$ cat src/rtl/cke_track_pkg.sv
package cke_track_pkg;

  // Channel-command opcode width is fixed by the frame format.
  localparam int unsigned CMD_W = 8;

  // Per-DIMM clock-enable command: upper seven bits must equal 0000_111.
  localparam logic [CMD_W-1:0] DIMM_CKE_CODE = 8'h0E;
  localparam logic [CMD_W-1:0] DIMM_CKE_MASK = 8'hFE;

  function automatic logic is_dimm_cke(input logic [CMD_W-1:0] op);
    return (op & DIMM_CKE_MASK) == DIMM_CKE_CODE;
  endfunction

endpackage

$ cat src/rtl/cke_slot_decode.sv
module cke_slot_decode
  import cke_track_pkg::*;
#(
  parameter int unsigned NUM_DIMMS = 8
) (
  input  logic                         slot_valid,
  input  logic [CMD_W-1:0]             slot_cmd,
  input  logic                         slot_bcast,
  input  logic [$clog2(NUM_DIMMS)-1:0] slot_sel,
  output logic                         slot_hit,
  output logic                         slot_all,
  output logic [NUM_DIMMS-1:0]         slot_mask
);

  localparam int unsigned SEL_W = $clog2(NUM_DIMMS);

  // Bit mask of the DIMM positions a command writes.
  function automatic logic [NUM_DIMMS-1:0] target_mask(
    input logic             all,
    input logic [SEL_W-1:0] sel
  );
    logic [NUM_DIMMS-1:0] m;
    m = '0;
    if (all) m = '1;
    else     m[sel] = 1'b1;
    return m;
  endfunction

  always_comb begin
    slot_hit  = slot_valid && is_dimm_cke(slot_cmd);
    slot_all  = slot_hit && slot_bcast;
    slot_mask = slot_hit ? target_mask(slot_bcast, slot_sel) : '0;
  end

endmodule

$ cat src/rtl/cke_apply_chain.sv
module cke_apply_chain #(
  parameter int unsigned NUM_DIMMS = 8,
  parameter int unsigned NUM_SLOTS = 3
) (
  input  logic [NUM_DIMMS-1:0]                state_q,
  input  logic [NUM_SLOTS-1:0][NUM_DIMMS-1:0] slot_mask,
  input  logic [NUM_SLOTS-1:0][NUM_DIMMS-1:0] slot_vec,
  output logic [NUM_DIMMS-1:0]                state_next
);

  // Bits under the mask come from the vector, the rest keep the old value.
  function automatic logic [NUM_DIMMS-1:0] merge(
    input logic [NUM_DIMMS-1:0] old_v,
    input logic [NUM_DIMMS-1:0] new_v,
    input logic [NUM_DIMMS-1:0] m
  );
    return (old_v & ~m) | (new_v & m);
  endfunction

  logic [NUM_SLOTS:0][NUM_DIMMS-1:0] stage;

  assign stage[0] = state_q;

  // Ripple through the slots in order: slot 0 first, last slot wins.
  for (genvar s = 0; s < NUM_SLOTS; s++) begin : g_stage
    assign stage[s+1] = merge(stage[s], slot_vec[s], slot_mask[s]);
  end

  assign state_next = stage[NUM_SLOTS];

endmodule

$ cat src/rtl/cke_event_reg.sv
module cke_event_reg #(
  parameter int unsigned NUM_SLOTS = 3,
  parameter int unsigned SEL_W     = 3
) (
  input  logic                            clk,
  input  logic                            rst,
  input  logic [NUM_SLOTS-1:0]            hit,
  input  logic [NUM_SLOTS-1:0]            hit_all,
  input  logic [NUM_SLOTS-1:0][SEL_W-1:0] sel,
  output logic [NUM_SLOTS-1:0]            upd_pulse,
  output logic [NUM_SLOTS-1:0]            upd_all,
  output logic [NUM_SLOTS-1:0][SEL_W-1:0] upd_dimm
);

  for (genvar s = 0; s < NUM_SLOTS; s++) begin : g_evt
    always_ff @(posedge clk) begin
      if (rst) begin
        upd_pulse[s] <= 1'b0;
        upd_all[s]   <= 1'b0;
        upd_dimm[s]  <= '0;
      end else begin
        upd_pulse[s] <= hit[s];
        upd_all[s]   <= hit_all[s];
        upd_dimm[s]  <= (hit[s] && !hit_all[s]) ? sel[s] : '0;
      end
    end
  end

endmodule

$ cat src/rtl/cke_dimm_tracker.sv
module cke_dimm_tracker
  import cke_track_pkg::*;
#(
  parameter int unsigned NUM_DIMMS = 8,
  parameter int unsigned NUM_SLOTS = 3,
  parameter int unsigned SEL_W     = $clog2(NUM_DIMMS)
) (
  input  logic                           clk,
  input  logic                           rst,
  input  logic [NUM_SLOTS-1:0]           slot_valid,
  input  logic [NUM_SLOTS*CMD_W-1:0]     slot_cmd,
  input  logic [NUM_SLOTS*SEL_W-1:0]     slot_sel,
  input  logic [NUM_SLOTS-1:0]           slot_bcast,
  input  logic [NUM_SLOTS*NUM_DIMMS-1:0] slot_enable,
  output logic [NUM_DIMMS-1:0]           cke_state,
  output logic [NUM_SLOTS-1:0]           upd_pulse,
  output logic [NUM_SLOTS*SEL_W-1:0]     upd_dimm,
  output logic [NUM_SLOTS-1:0]           upd_all
);

  // Named internal events, brought out for the assertions.
  logic [NUM_SLOTS-1:0]                slot_hit;
  logic [NUM_SLOTS-1:0]                slot_all;
  logic [NUM_SLOTS-1:0][NUM_DIMMS-1:0] slot_mask;
  logic [NUM_SLOTS-1:0][NUM_DIMMS-1:0] slot_vec;
  logic [NUM_SLOTS-1:0][SEL_W-1:0]     slot_sel_a;
  logic [NUM_SLOTS-1:0][SEL_W-1:0]     upd_dimm_a;
  logic [NUM_DIMMS-1:0]                state_next;

  for (genvar s = 0; s < NUM_SLOTS; s++) begin : g_slot
    assign slot_vec[s]   = slot_enable[s*NUM_DIMMS +: NUM_DIMMS];
    assign slot_sel_a[s] = slot_sel[s*SEL_W +: SEL_W];
    assign upd_dimm[s*SEL_W +: SEL_W] = upd_dimm_a[s];

    cke_slot_decode #(.NUM_DIMMS(NUM_DIMMS)) u_dec (
      .slot_valid (slot_valid[s]),
      .slot_cmd   (slot_cmd[s*CMD_W +: CMD_W]),
      .slot_bcast (slot_bcast[s]),
      .slot_sel   (slot_sel_a[s]),
      .slot_hit   (slot_hit[s]),
      .slot_all   (slot_all[s]),
      .slot_mask  (slot_mask[s])
    );
  end

  cke_apply_chain #(.NUM_DIMMS(NUM_DIMMS), .NUM_SLOTS(NUM_SLOTS)) u_chain (
    .state_q    (cke_state),
    .slot_mask  (slot_mask),
    .slot_vec   (slot_vec),
    .state_next (state_next)
  );

  always_ff @(posedge clk) begin
    if (rst) cke_state <= '0;
    else     cke_state <= state_next;
  end

  cke_event_reg #(.NUM_SLOTS(NUM_SLOTS), .SEL_W(SEL_W)) u_evt (
    .clk       (clk),
    .rst       (rst),
    .hit       (slot_hit),
    .hit_all   (slot_all),
    .sel       (slot_sel_a),
    .upd_pulse (upd_pulse),
    .upd_all   (upd_all),
    .upd_dimm  (upd_dimm_a)
  );

  // ---------------- assertions ----------------

  assert_reset_clears_R1: assert property (@(posedge clk)
    rst |=> (cke_state == '0 && upd_pulse == '0 && upd_all == '0));

  assert_hold_without_event_R5: assert property (@(posedge clk) disable iff (rst)
    (!$past(rst) && upd_pulse == '0) |-> cke_state == $past(cke_state));

  assert_all_implies_pulse_R8: assert property (@(posedge clk) disable iff (rst)
    (upd_all & ~upd_pulse) == '0);

  for (genvar s = 0; s < NUM_SLOTS; s++) begin : g_chk
    localparam logic [NUM_SLOTS-1:0] ONLY_S = NUM_SLOTS'(1) << s;

    assert_event_source_R2: assert property (@(posedge clk) disable iff (rst)
      upd_pulse[s] |-> ($past(slot_valid[s]) &&
        (($past(slot_cmd[s*CMD_W +: CMD_W]) & DIMM_CKE_MASK) == DIMM_CKE_CODE)));

    assert_single_touches_one_R4: assert property (@(posedge clk) disable iff (rst)
      (upd_pulse == ONLY_S && !upd_all[s]) |->
        (((cke_state ^ $past(cke_state)) & ~(NUM_DIMMS'(1) << upd_dimm_a[s])) == '0));

    assert_last_broadcast_wins_R6: assert property (@(posedge clk) disable iff (rst)
      (upd_all[s] && ((upd_pulse >> (s+1)) == '0)) |->
        cke_state == $past(slot_enable[s*NUM_DIMMS +: NUM_DIMMS]));
  end

endmodule

$ cat config.mk
export PLATFORM = sky130hd
export DESIGN_NAME = cke_dimm_tracker
export DESIGN_NICKNAME = d
export VERILOG_FILES = /design/src/rtl/cke_track_pkg.sv /design/src/rtl/cke_slot_decode.sv /design/src/rtl/cke_apply_chain.sv /design/src/rtl/cke_event_reg.sv /design/src/rtl/cke_dimm_tracker.sv
export SDC_FILE = /design/constraint.sdc
export NUM_CORES = 1
export LEC_CHECK = 0
export BUFFER_PORTS_ARGS = -buffer_cell sky130_fd_sc_hd__buf_2
export CELL_PAD_IN_SITES_DETAIL_PLACEMENT = 0
export CELL_PAD_IN_SITES_GLOBAL_PLACEMENT = 2
export CORE_ASPECT_RATIO = 0.6
export CORE_MARGIN = 10
export CORE_UTILIZATION = 21
export DETAILED_ROUTE_END_ITERATION = 8
export GPL_TIMING_DRIVEN = 0
export PLACE_DENSITY_LB_ADDON = 0.08
export SYNTH_ARGS = -nofsm -noshare
export SYNTH_HDL_FRONTEND = slang
export SYNTH_SLANG_ARGS = --single-unit
$ cat constraint.sdc
create_clock -name clk -period 2.1 [get_ports clk]
set_clock_uncertainty 0.1 [all_clocks]
set_input_delay 0.42 -clock clk [delete_from_list [all_inputs] [get_ports clk]]
set_output_delay 0.42 -clock clk [all_outputs]
set_load 0.02 [all_outputs]
* After elaboration in Yosys (flattened, before gate mapping)
Cells that the tools add are included.
** Operators by class
- $lt $le $gt $ge :: 6
- Equality and inequality tests :: 3
- Reduce and logical (&&, ||, !) cells :: 18
- Bitwise logic cells :: 15
- Multiplexer cells :: 12
** Operators by type and width (count)
- 8-bit bitwise AND :: 6
- 8-bit 2-to-1 mux :: 6
- 8-bit NOT :: 3
- 8-bit OR :: 3
- 7-bit by 3-bit equality test with 1-bit output, second input constant :: 3
- 1-bit logical AND :: 12
- 3-bit by 4-bit less-than comparator with 1-bit output, second input constant :: 3
- 1-bit demux with 3-bit select :: 3
- 3-bit by 1-bit greater-or-equal comparator with 1-bit output, second input constant :: 3
- 2-bit OR reduction :: 3
- 1-bit logical NOT :: 3
- 1-bit 2-to-1 mux :: 3
- 1-bit NOT :: 3
** Storage, ports and cells
- Register bits :: 23
- Bits of input ports :: 65

* Depth between registers and ports, before layout
Gate-level depths: netlist of run 1.
- Depth after elaboration :: 13
- Gate-level depth with buffers :: 6
- Depth with buffers taken out :: 5

* By module
From an unflattened synthesis of run 1, not the netlist that was laid out.
** Unflattened totals
- Cells, all modules :: 148
- Area, all modules :: 1446.4 um^2
** By module, submodules not included
- cke_slot_decode :: area an instance 176.4 um^2, times used 3, sequential area each 0.0 um^2, cells each 23
- cke_event_reg :: area an instance 466.7 um^2, times used 1, sequential area each 300.3 um^2, cells each 31
- cke_apply_chain :: area an instance 240.2 um^2, times used 1, sequential area each 0.0 um^2, cells each 32
- cke_dimm_tracker :: area an instance 210.2 um^2, times used 1, sequential area each 160.2 um^2, cells each 16

* Least setup slack after synthesis of run 1
Ideal clock, no wire load.
- Path type :: in2reg
- Start :: input port slot_cmd[4]
- End :: register (tool-made name)
- Path buffers :: 1
- Data arrival time :: 1437 ps
- Path slack :: 445 ps
- Data required time :: 1883 ps
- Setup time :: 117 ps
- Cell stages on the path :: 6
- Cell sequence :: and4b_1 -> clkbuf_1 -> nand2_2 -> o21ai_1 -> o211ai_1 -> a32o_1
** RTL lines
- start: declaration :: RTL line cke_dimm_tracker.sv:11 : input logic [NUM_SLOTS*CMD_W-1:0] slot_cmd,

==> impl_metrics.toml, run 1 <==
[floorplanning]
core_um2 = 5700
die-width_um = 120
die_y_um = 80.0
initial_utilization_pct = 22.1
num_rows = 21
design.portCount = 88
die-area_um2 = 9590

[drt]
routedWlPerCell_um = 17.4
drt_iter0_markers = 101
drcViolationCount = 0
vias = 1505
ant_nets = 0
wl_mm = 5.46
drt_pass1_iterations = 4
routed_via_density = 4.81

[grt]
grt_pass1_wl_mm = 8.34
grt_use_met3_pct = 4.80
grt.total_usage_pct = 11.0
grt_overflow = 0
grt_max_degree = 14
use_met2_pct = 17.4
grt_util_met1_pct = 13.7
grt_pass1_vias = 1610
antenna_found_initial = 0
top_usage_layer = "met2"

[sta]
fin_crit_sh_pct = 81.7
finalHoldViolCount = 0
min_period_ns = 1.72
rsz0062_at_grt = "no"
setup_viol = 0
max_slew_margin_pct = 60.4
fmax_mhz = 583
worstMarginPinSlew_ns = 0.593
finalMaxSlewViolations = 0
fin_tns_setup_ns = 0

[layout]
post-route-util_pct = 32.0
antenna_cells = 0
fin_area_um2 = 1830
fin_cells = 313
area_delta_synth_final_pct = 45.0
drive_gt1_share_pct = 39.9
final_nets = 299
final_common_cell = "buf_2"
layout_common_cells = "buf_2 (86), dfxtp_1 (23), nor3_1 (15), a31oi_1 (14), nor2_1 (11)"

[worst_setup_path]
crit_cells = 6
crit_required_ns = 2.18
worst_ep_arrival_time_ns = 1.80
startpoint_type = "primary input"
cp_num_buf_inv = 1
reg2reg_depth = 3
critPathMaxStageDelay_ns = 0.51
cp-end-kind = "register"
crit_path_cell_trace = "buf_2 -> nor4b_4 -> nand2_2 -> o21ai_1 -> o211ai_1 -> a32o_1"
crit_family = "simple AND/OR/NAND/NOR gates"
critical_path.max_fanout = 8
cpMaxStageDelayCell = "nor4b_4"
critPathKind = "in -> reg"

[yosys]
ys_warn_count = 0
synth_cell_type_count = 30
ys_seq_elements = 23
seq_area_frac_synth_pct = 36.6
synth-main-ff-cell = "dfxtp_1"
synth_area_um2 = 1260
syn_area_per_cell_um2 = 8.68
synth_nets = 210
synth_edf_count = 0
syn_inst = 145
asyncSetResetFlopFracSynth_pct = 0

[placed_design]
globalplace.congestion = 0.865
portBuffers = 84
post_dp_cell_area_um2 = 1780
dp_cells = 309
dp_hpwl_mm = 4.61

[hold_path]
min_path_type = "in -> reg"
hold_path_depth = 2

[outcome]
status = "finished, final reports clean"

[clocking]
clkLatencyLatePin_ns = 0.28
clkTransAtPathRegs_ns = 0.10
clock_sink_count = 23
cts_resized = 0
cts_buffers = 3
cts_root_buffer = "clkbuf_8"
cts_tree = "built"
hold_buffers = 0
htreeDepth = 1
cts_setup_buffers = 0
clk_path_buf_depth = 2

[job]
drv_cap = 0

[power_and_ir_drop]
cellPowerDensity_nw_per_um2 = 485
leakage_nw = 0.880
vdd_ir_drop_max_v = 0.000280
==> synth_stat cells (2+ instances only) <==
master     number  area share [%]
a31oi_1        14             7.0
a32o_1          6             4.8
and2_1          4             2.0
and3b_1         4             2.8
and4b_1         2             1.6
buf_2           2            0.80
clkbuf_1        5             1.5
dfxtp_1        23              37
inv_1           8             2.4
mux2i_1         8             6.4
nand2_1         2            0.60
nor2_1         11             3.3
nor3_1         15             6.0
nor3b_1         3             1.8
nor4_1          6             3.0
nor4b_1         4             2.8
o2111ai_1       2             1.4
o211ai_1        8             4.8
o21ai_1         7             2.8
==> per-stage QoR <==
step	setup WS [ns]	total power, mW	hold slack [ns]
after floorplan	0.445	0.505	0.459
after global placement	0.102	0.594	0.375
after detailed placement	0.0891	0.597	0.383
after CTS	0.393	0.895	0.274
after global routing	0.221	0.927	0.288
final	0.383	0.885	0.275
==> cell type report <==
type / count / area, µm²
plain buffers: 8 / 32.5
inverters: 8 / 30.0
clock buffers: 3 / 41.3
fillers: 648 / 3880
repair buffers: 84 / 420
well taps: 80 / 100
clock inverters: 1 / 5.00
multi-input cells: 106 / 736
flip-flops and latches: 23 / 460
==> metal layers <==
| layer | vias to the layer above | part of all wire, % | routed length [µm] |
|---|---|---|---|
| met4 | 0 | 0.62 | 34 |
| met3 | 2 | 9.2 | 503 |
| li1 | 746 | - | - |
| met2 | 60 | 43 | 2360 |
| met5 | - | 0 | 0 |
| met1 | 697 | 47 | 2560 |
==> power breakdown <==
| part | leakage, nW | internal (mW) | total [mW] | switching (mW) |
|---|---|---|---|---|
| sequential | 0.185 | 0.437 | 0.437 | 0.000500 |
| combinational | 0.670 | 0.0666 | 0.151 | 0.0848 |
| clock | 0.0255 | 0.133 | 0.296 | 0.163 |
| total | 0.880 | 0.636 | 0.885 | 0.248 |
==> kinds of logic after synthesis <==
family                 count (synthesis)  share of synthesized area, %
AO/OA/AOI/OAI                         41                          23.1
buffers and inverters                 16                          4.97
flip-flops                            23                          36.6
multiplexers                           8                          6.36
AND/OR/NAND/NOR                       57                          29.0
==> final timing paths <==
check | slack, ns | to | start
worst max-delay path | 0.38 | register | slot_cmd[6]
worst min-delay path | 0.27 | register | slot_enable[20]
worst max register to register | 1.14 | register | register
worst min register to register | 0.40 | register | register
Power figures use the tool's default switching activity.
==> run 2, diff against run 1 <==
- ABC_AREA: not set -> 1
- CORE_UTILIZATION: 21 -> 19
- clock period: 2.1 -> 1.55 ns (I/O delays scaled with it)
==> impl_metrics.toml, run 2 <==
[yosys]
synth_cell_type_count = 19
syn_inst = 268
synth_area_um2 = 1610
seq_area_frac_synth_pct = 28.6
syn_area_per_cell_um2 = 6.00
synthTopCellsByArea = "dfxtp_1 (29%), nand2_1 (17%), nand3_1 (14%), nor2_1 (8.6%), inv_1 (8.2%)"
synth_nets = 333
synth.most_common_cell = "nand2_1"
synth-main-ff-cell = "dfxtp_1"
synth_commonest_cells = "nand2_1 (75), nand3_1 (46), nor2_1 (37)"
synth_top_area_share_pct = 28.6
synth_top_area_cell = "dfxtp_1"
ys_seq_elements = 23
asyncSetResetFlopFracSynth_pct = 0
ys_warn_count = 0
synth_edf_count = 0

[worst_setup_path]
crit_required_ns = 1.61
critPathKind = "in -> reg"
reg2reg_depth = 4
cpMaxStageDelayCell = "nor2_4"
critical_path.max_fanout = 7
crit_family = "simple AND/OR/NAND/NOR gates"
startpoint_type = "primary input"
cp-end-kind = "register"
crit_cells = 11
cp_num_buf_inv = 3
critPathMaxStageDelay_ns = 0.19
worst_ep_arrival_time_ns = 1.37
crit_path_cell_trace = "buf_2 -> inv_1 -> nand2_1 -> nor2_4 -> nand2_2 -> inv_2 -> nand2_1 -> nor2_1 -> nor2_1 -> nand2_1 -> nor2_1"

[sta]
fmax_mhz = 764
worstMarginPinSlew_ns = 0.591
max_slew_margin_pct = 60.6
setup_viol = 0
fin_crit_sh_pct = 84.5
finalMaxSlewViolations = 0
min_period_ns = 1.31
fin_tns_setup_ns = 0
rsz0062_at_grt = "no"
finalHoldViolCount = 0

[floorplanning]
die-area_um2 = 12700
initial_utilization_pct = 19.9
design.portCount = 88
die_y_um = 91.3
num_rows = 25
die-width_um = 139
core_um2 = 8070

[placed_design]
globalplace.congestion = 0.730
post_dp_cell_area_um2 = 2160
portBuffers = 83
dp_hpwl_mm = 5.31

[grt]
antenna_found_initial = 0
grt_max_degree = 15
grt_overflow = 0
grt_pass1_vias = 1854
grt_pass1_wl_mm = 9.85
grt.total_usage_pct = 9.48

[drt]
wl_mm = 6.25
routed_via_density = 3.99
ant_nets = 0
drt_iter0_markers = 77
vias = 1846
routedWlPerCell_um = 13.5
drcViolationCount = 0
drt_pass1_iterations = 4

[hold_path]
min_path_type = "in -> reg"
hold_path_depth = 3

[layout]
final_common_cell = "buf_2"
drive_gt1_share_pct = 32.4
final_nets = 421
fin_area_um2 = 2240
area_delta_synth_final_pct = 39.3
antenna_cells = 0
layout_common_cells = "buf_2 (83), nand2_1 (75), nand3_1 (46), nor2_1 (37), inv_1 (35)"

[power_and_ir_drop]
p_clk_share_pct = 41.8
combPwrFrac_pct = 16.1
power_mw = 1.41
cellPowerDensity_nw_per_um2 = 630
internal_power_mw = 1.03
sw_frac_of_total_pct = 26.9
p_seq_share_pct = 42.0
vdd_ir_drop_max_v = 0.000386
p_switching_mw = 0.379
leakage_nw = 1.24

[clocking]
clk_path_buf_depth = 2
hold_buffers = 0
clkLatencyLatePin_ns = 0.26
cts_root_buffer = "clkbuf_16"
clock_sink_count = 23
cts_resized = 0
htreeDepth = 1
cts_setup_buffers = 0
cts_buffers = 3
clkTransAtPathRegs_ns = 0.07
cts_tree = "built"

[outcome]
status = "finished, final reports clean"

[job]
drv_cap = 0
run 2: cell types whose count changed in the layout (fill, tap and decap cells not counted), moves of 7 or more:
cell,delta
nand2_1,+73
nand3_1,+46
inv_1,+27
nor2_1,+26
a31oi_1,-14
nor3_1,-12
mux2i_1,-8
o211ai_1,-8
nand4_1,+7
run 2: kinds of logic (layout without fill, tap and decap cells):
family | count (synthesis) | after routing | synth area share, %
and+or+nand+nor | 187 | 187 | 54.5
buffers and inverters | 45 | 132 | 11.9
AOI/OAI and AO/OA | 13 | 13 | 4.98
DFF | 23 | 23 | 28.6
run 2: metal layers:
| metal | global-route usage, % | vias to the layer above | wire, µm | share of wire (%) |
|---|---|---|---|---|
| met1 | 13.7 | 773 | 3420 | 55 |
| li1 | - | 1021 | - | - |
| met3 | 3.85 | 2 | 439 | 7.0 |
| met5 | 0 | - | 0 | 0 |
| met4 | 1.30 | 0 | 28 | 0.45 |
| met2 | 12.9 | 50 | 2350 | 38 |
run 2: path summary, 6_finish.rpt:
check	slack [ns]	end	from
worst max-delay path	0.24	register	slot_cmd[23]
worst min-delay path	0.27	u_evt.upd_dimm[3]$_SDFF_PP0_	slot_sel[3]
worst max register to register	0.76	register	register
worst min register to register	0.43	register	register
run 2: metrics by stage:
stage	std cells	setup WS (ns)	utilization, %	hold slack (ns)
global placement	459	-0.0857	26.8	0.413
finish	463	0.241	27.8	0.271
CTS	463	0.193	27.8	0.261
detailed placement	459	-0.0863	26.8	0.409
floorplan	268	0.261	-	0.356
global route	463	0.0459	27.8	0.294
run 2: layout make-up:
cell class,instances,area (µm²)
clock inverter,1,7.51
tap,108,135
fill,946,5830
multi-input combinational,200,957
clock buffer,3,75.1
timing repair buffer,83,415
inverter,43,168
sequential,23,460
buffer,2,23.8
run 2: power by group through the flow:
stage	Combinational (mW)	Sequential (mW)	Clock (mW)
6_report	0.228	0.593	0.591
2_1_floorplan	0.106	0.609	0
3_5_place_dp	0.231	0.607	0
3_3_place_gp	0.233	0.607	0
4_1_cts	0.233	0.593	0.622
5_1_grt	0.261	0.593	0.638
run 2: worst min-delay path: stages:
cell and delay (ns):
buf_2 0.13, inv_2 0.10, nor2_1 0.05
==> run 3, diff against run 2 <==
- CORE_UTILIZATION: 19 -> 21
- clock period: 1.55 -> 1.3 ns (I/O delays scaled with it)
==> impl_metrics.toml, run 3 (synthesized netlist as in run 2, its figures left out) <==
[layout]
drive_gt1_share_pct = 35.3
layout_common_cells = "buf_2 (83), nand2_1 (73), nand3_1 (45), nor2_1 (37), inv_1 (35)"
fin_cells = 464
fin_area_um2 = 2300
antenna_cells = 0
final_nets = 426
post-route-util_pct = 31.2
fillers = 862
final_common_cell = "buf_2"
area_delta_synth_final_pct = 42.8

[clocking]
cts_root_buffer = "clkbuf_16"
clock_sink_count = 23
hold_buffers = 0
clk_path_buf_depth = 2
cts_buffers = 3
clkTransAtPathRegs_ns = 0.07
clkLatencyLatePin_ns = 0.26
htreeDepth = 1
cts_tree = "built"

[grt]
grt.total_usage_pct = 10.3
grt_max_degree = 15
grt_pass1_wl_mm = 9.72
grt_overflow = 0
grt_pass1_vias = 1884
antenna_found_initial = 0

[sta]
max_slew_margin_pct = 73.7
worstMarginPinSlew_ns = 0.391
finalMaxSlewViolations = 0
setup_slack_ns = 0.0928
fin_crit_sh_pct = 92.9
fin_tns_setup_ns = 0
finalHoldViolCount = 0
worst_hold_slack_ns = 0.212
rsz0062_at_grt = "yes"
min_period_ns = 1.21
fmax_mhz = 828
setup_viol = 0

[floorplanning]
die_y_um = 87.8
die-area_um2 = 11700
num_rows = 24
core_um2 = 7360
die-width_um = 133
design.portCount = 88
initial_utilization_pct = 21.9

[placed_design]
globalplace.congestion = 0.772
preCtsSetupSlack_ns = -0.261
portBuffers = 83
post_dp_cell_area_um2 = 2150
dp_cells = 455
dp_hpwl_mm = 5.21

[worst_setup_path]
crit_required_ns = 1.35
crit_path_cell_trace = "buf_2 -> inv_1 -> nand2_1 -> nor2_4 -> buf_4 -> nand3_1 -> nor2_1 -> nor2_1 -> nand2_1 -> a21oi_2"
critPathMaxStageDelay_ns = 0.18
cpMaxStageDelayCell = "nor2_4"
critical_path.max_fanout = 5
cp-end-kind = "register"
critPathKind = "in -> reg"
startpoint_type = "primary input"
worst_ep_arrival_time_ns = 1.26

[drt]
wl_mm = 6.07
top_layer = "met4"
routed-wl-met2_mm = 2.24
routedWlPerCell_um = 13.1
drt_pass1_iterations = 4
dr_wl_met3_um = 608
drcViolationCount = 0
ant_nets = 0
routed_via_density = 4.07
drt_iter0_markers = 82
wl_met1_mm = 3.21
vias = 1889

[power_and_ir_drop]
vdd_ir_drop_max_v = 0.000434
leakage_nw = 1.27
cellPowerDensity_nw_per_um2 = 736
power_mw = 1.69

[outcome]
status = "finished, final reports clean"

[job]
drv_cap = 0

[hold_path]
min_path_type = "in -> reg"
[run 3: worst max-delay path, delay by kind of cell]
kind	cells	cell delay, ns
simple gates	6	0.68
buf+inv	3	0.27
compound gates	1	0.05
[run 3: layer usage]
metal	track usage, %	vias to the layer above
li1	-	1033
met1	14.4	785
met2	14.3	69
met3	4.86	2
met4	1.19	0
met5	0	-
[run 3: path summary, 6_finish.rpt]
check                                  start                           end  slack, ns  depth (start not counted)
worst max register to register      register                      register       0.53                          4
worst min register to register      register                      register       0.43                          2
worst min-delay path             slot_sel[7]  u_evt.upd_dimm[7]$_SDFF_PP0_       0.21                          3
worst max-delay path            slot_cmd[13]                      register       0.09                         10
[run 3: cell type report]
class / count / area (µm²) / share of cell area, %
multi-input cells: 200 / 971 / 42.3
inverters: 43 / 175 / 7.63
flip-flops and latches: 23 / 460 / 20.0
plain buffers: 2 / 25.0 / 1.09
well taps: 104 / 130 / 5.66
clock buffers: 3 / 75.1 / 3.27
clock inverters: 1 / 7.51 / 0.327
repair buffers: 88 / 453 / 19.7
[run 3: timing repair]
action / in CTS / in global routing
gates resized for setup: 0 / 10
setup buffers: 0 / 5
setup endpoints to repair: 0 / 5
hold endpoints to repair: 0 / 0
[run 3: power breakdown]
part | switching, mW | internal (mW)
registers | 0.000936 | 0.706
clock network | 0.285 | 0.418
logic | 0.168 | 0.114
total | 0.453 | 1.24
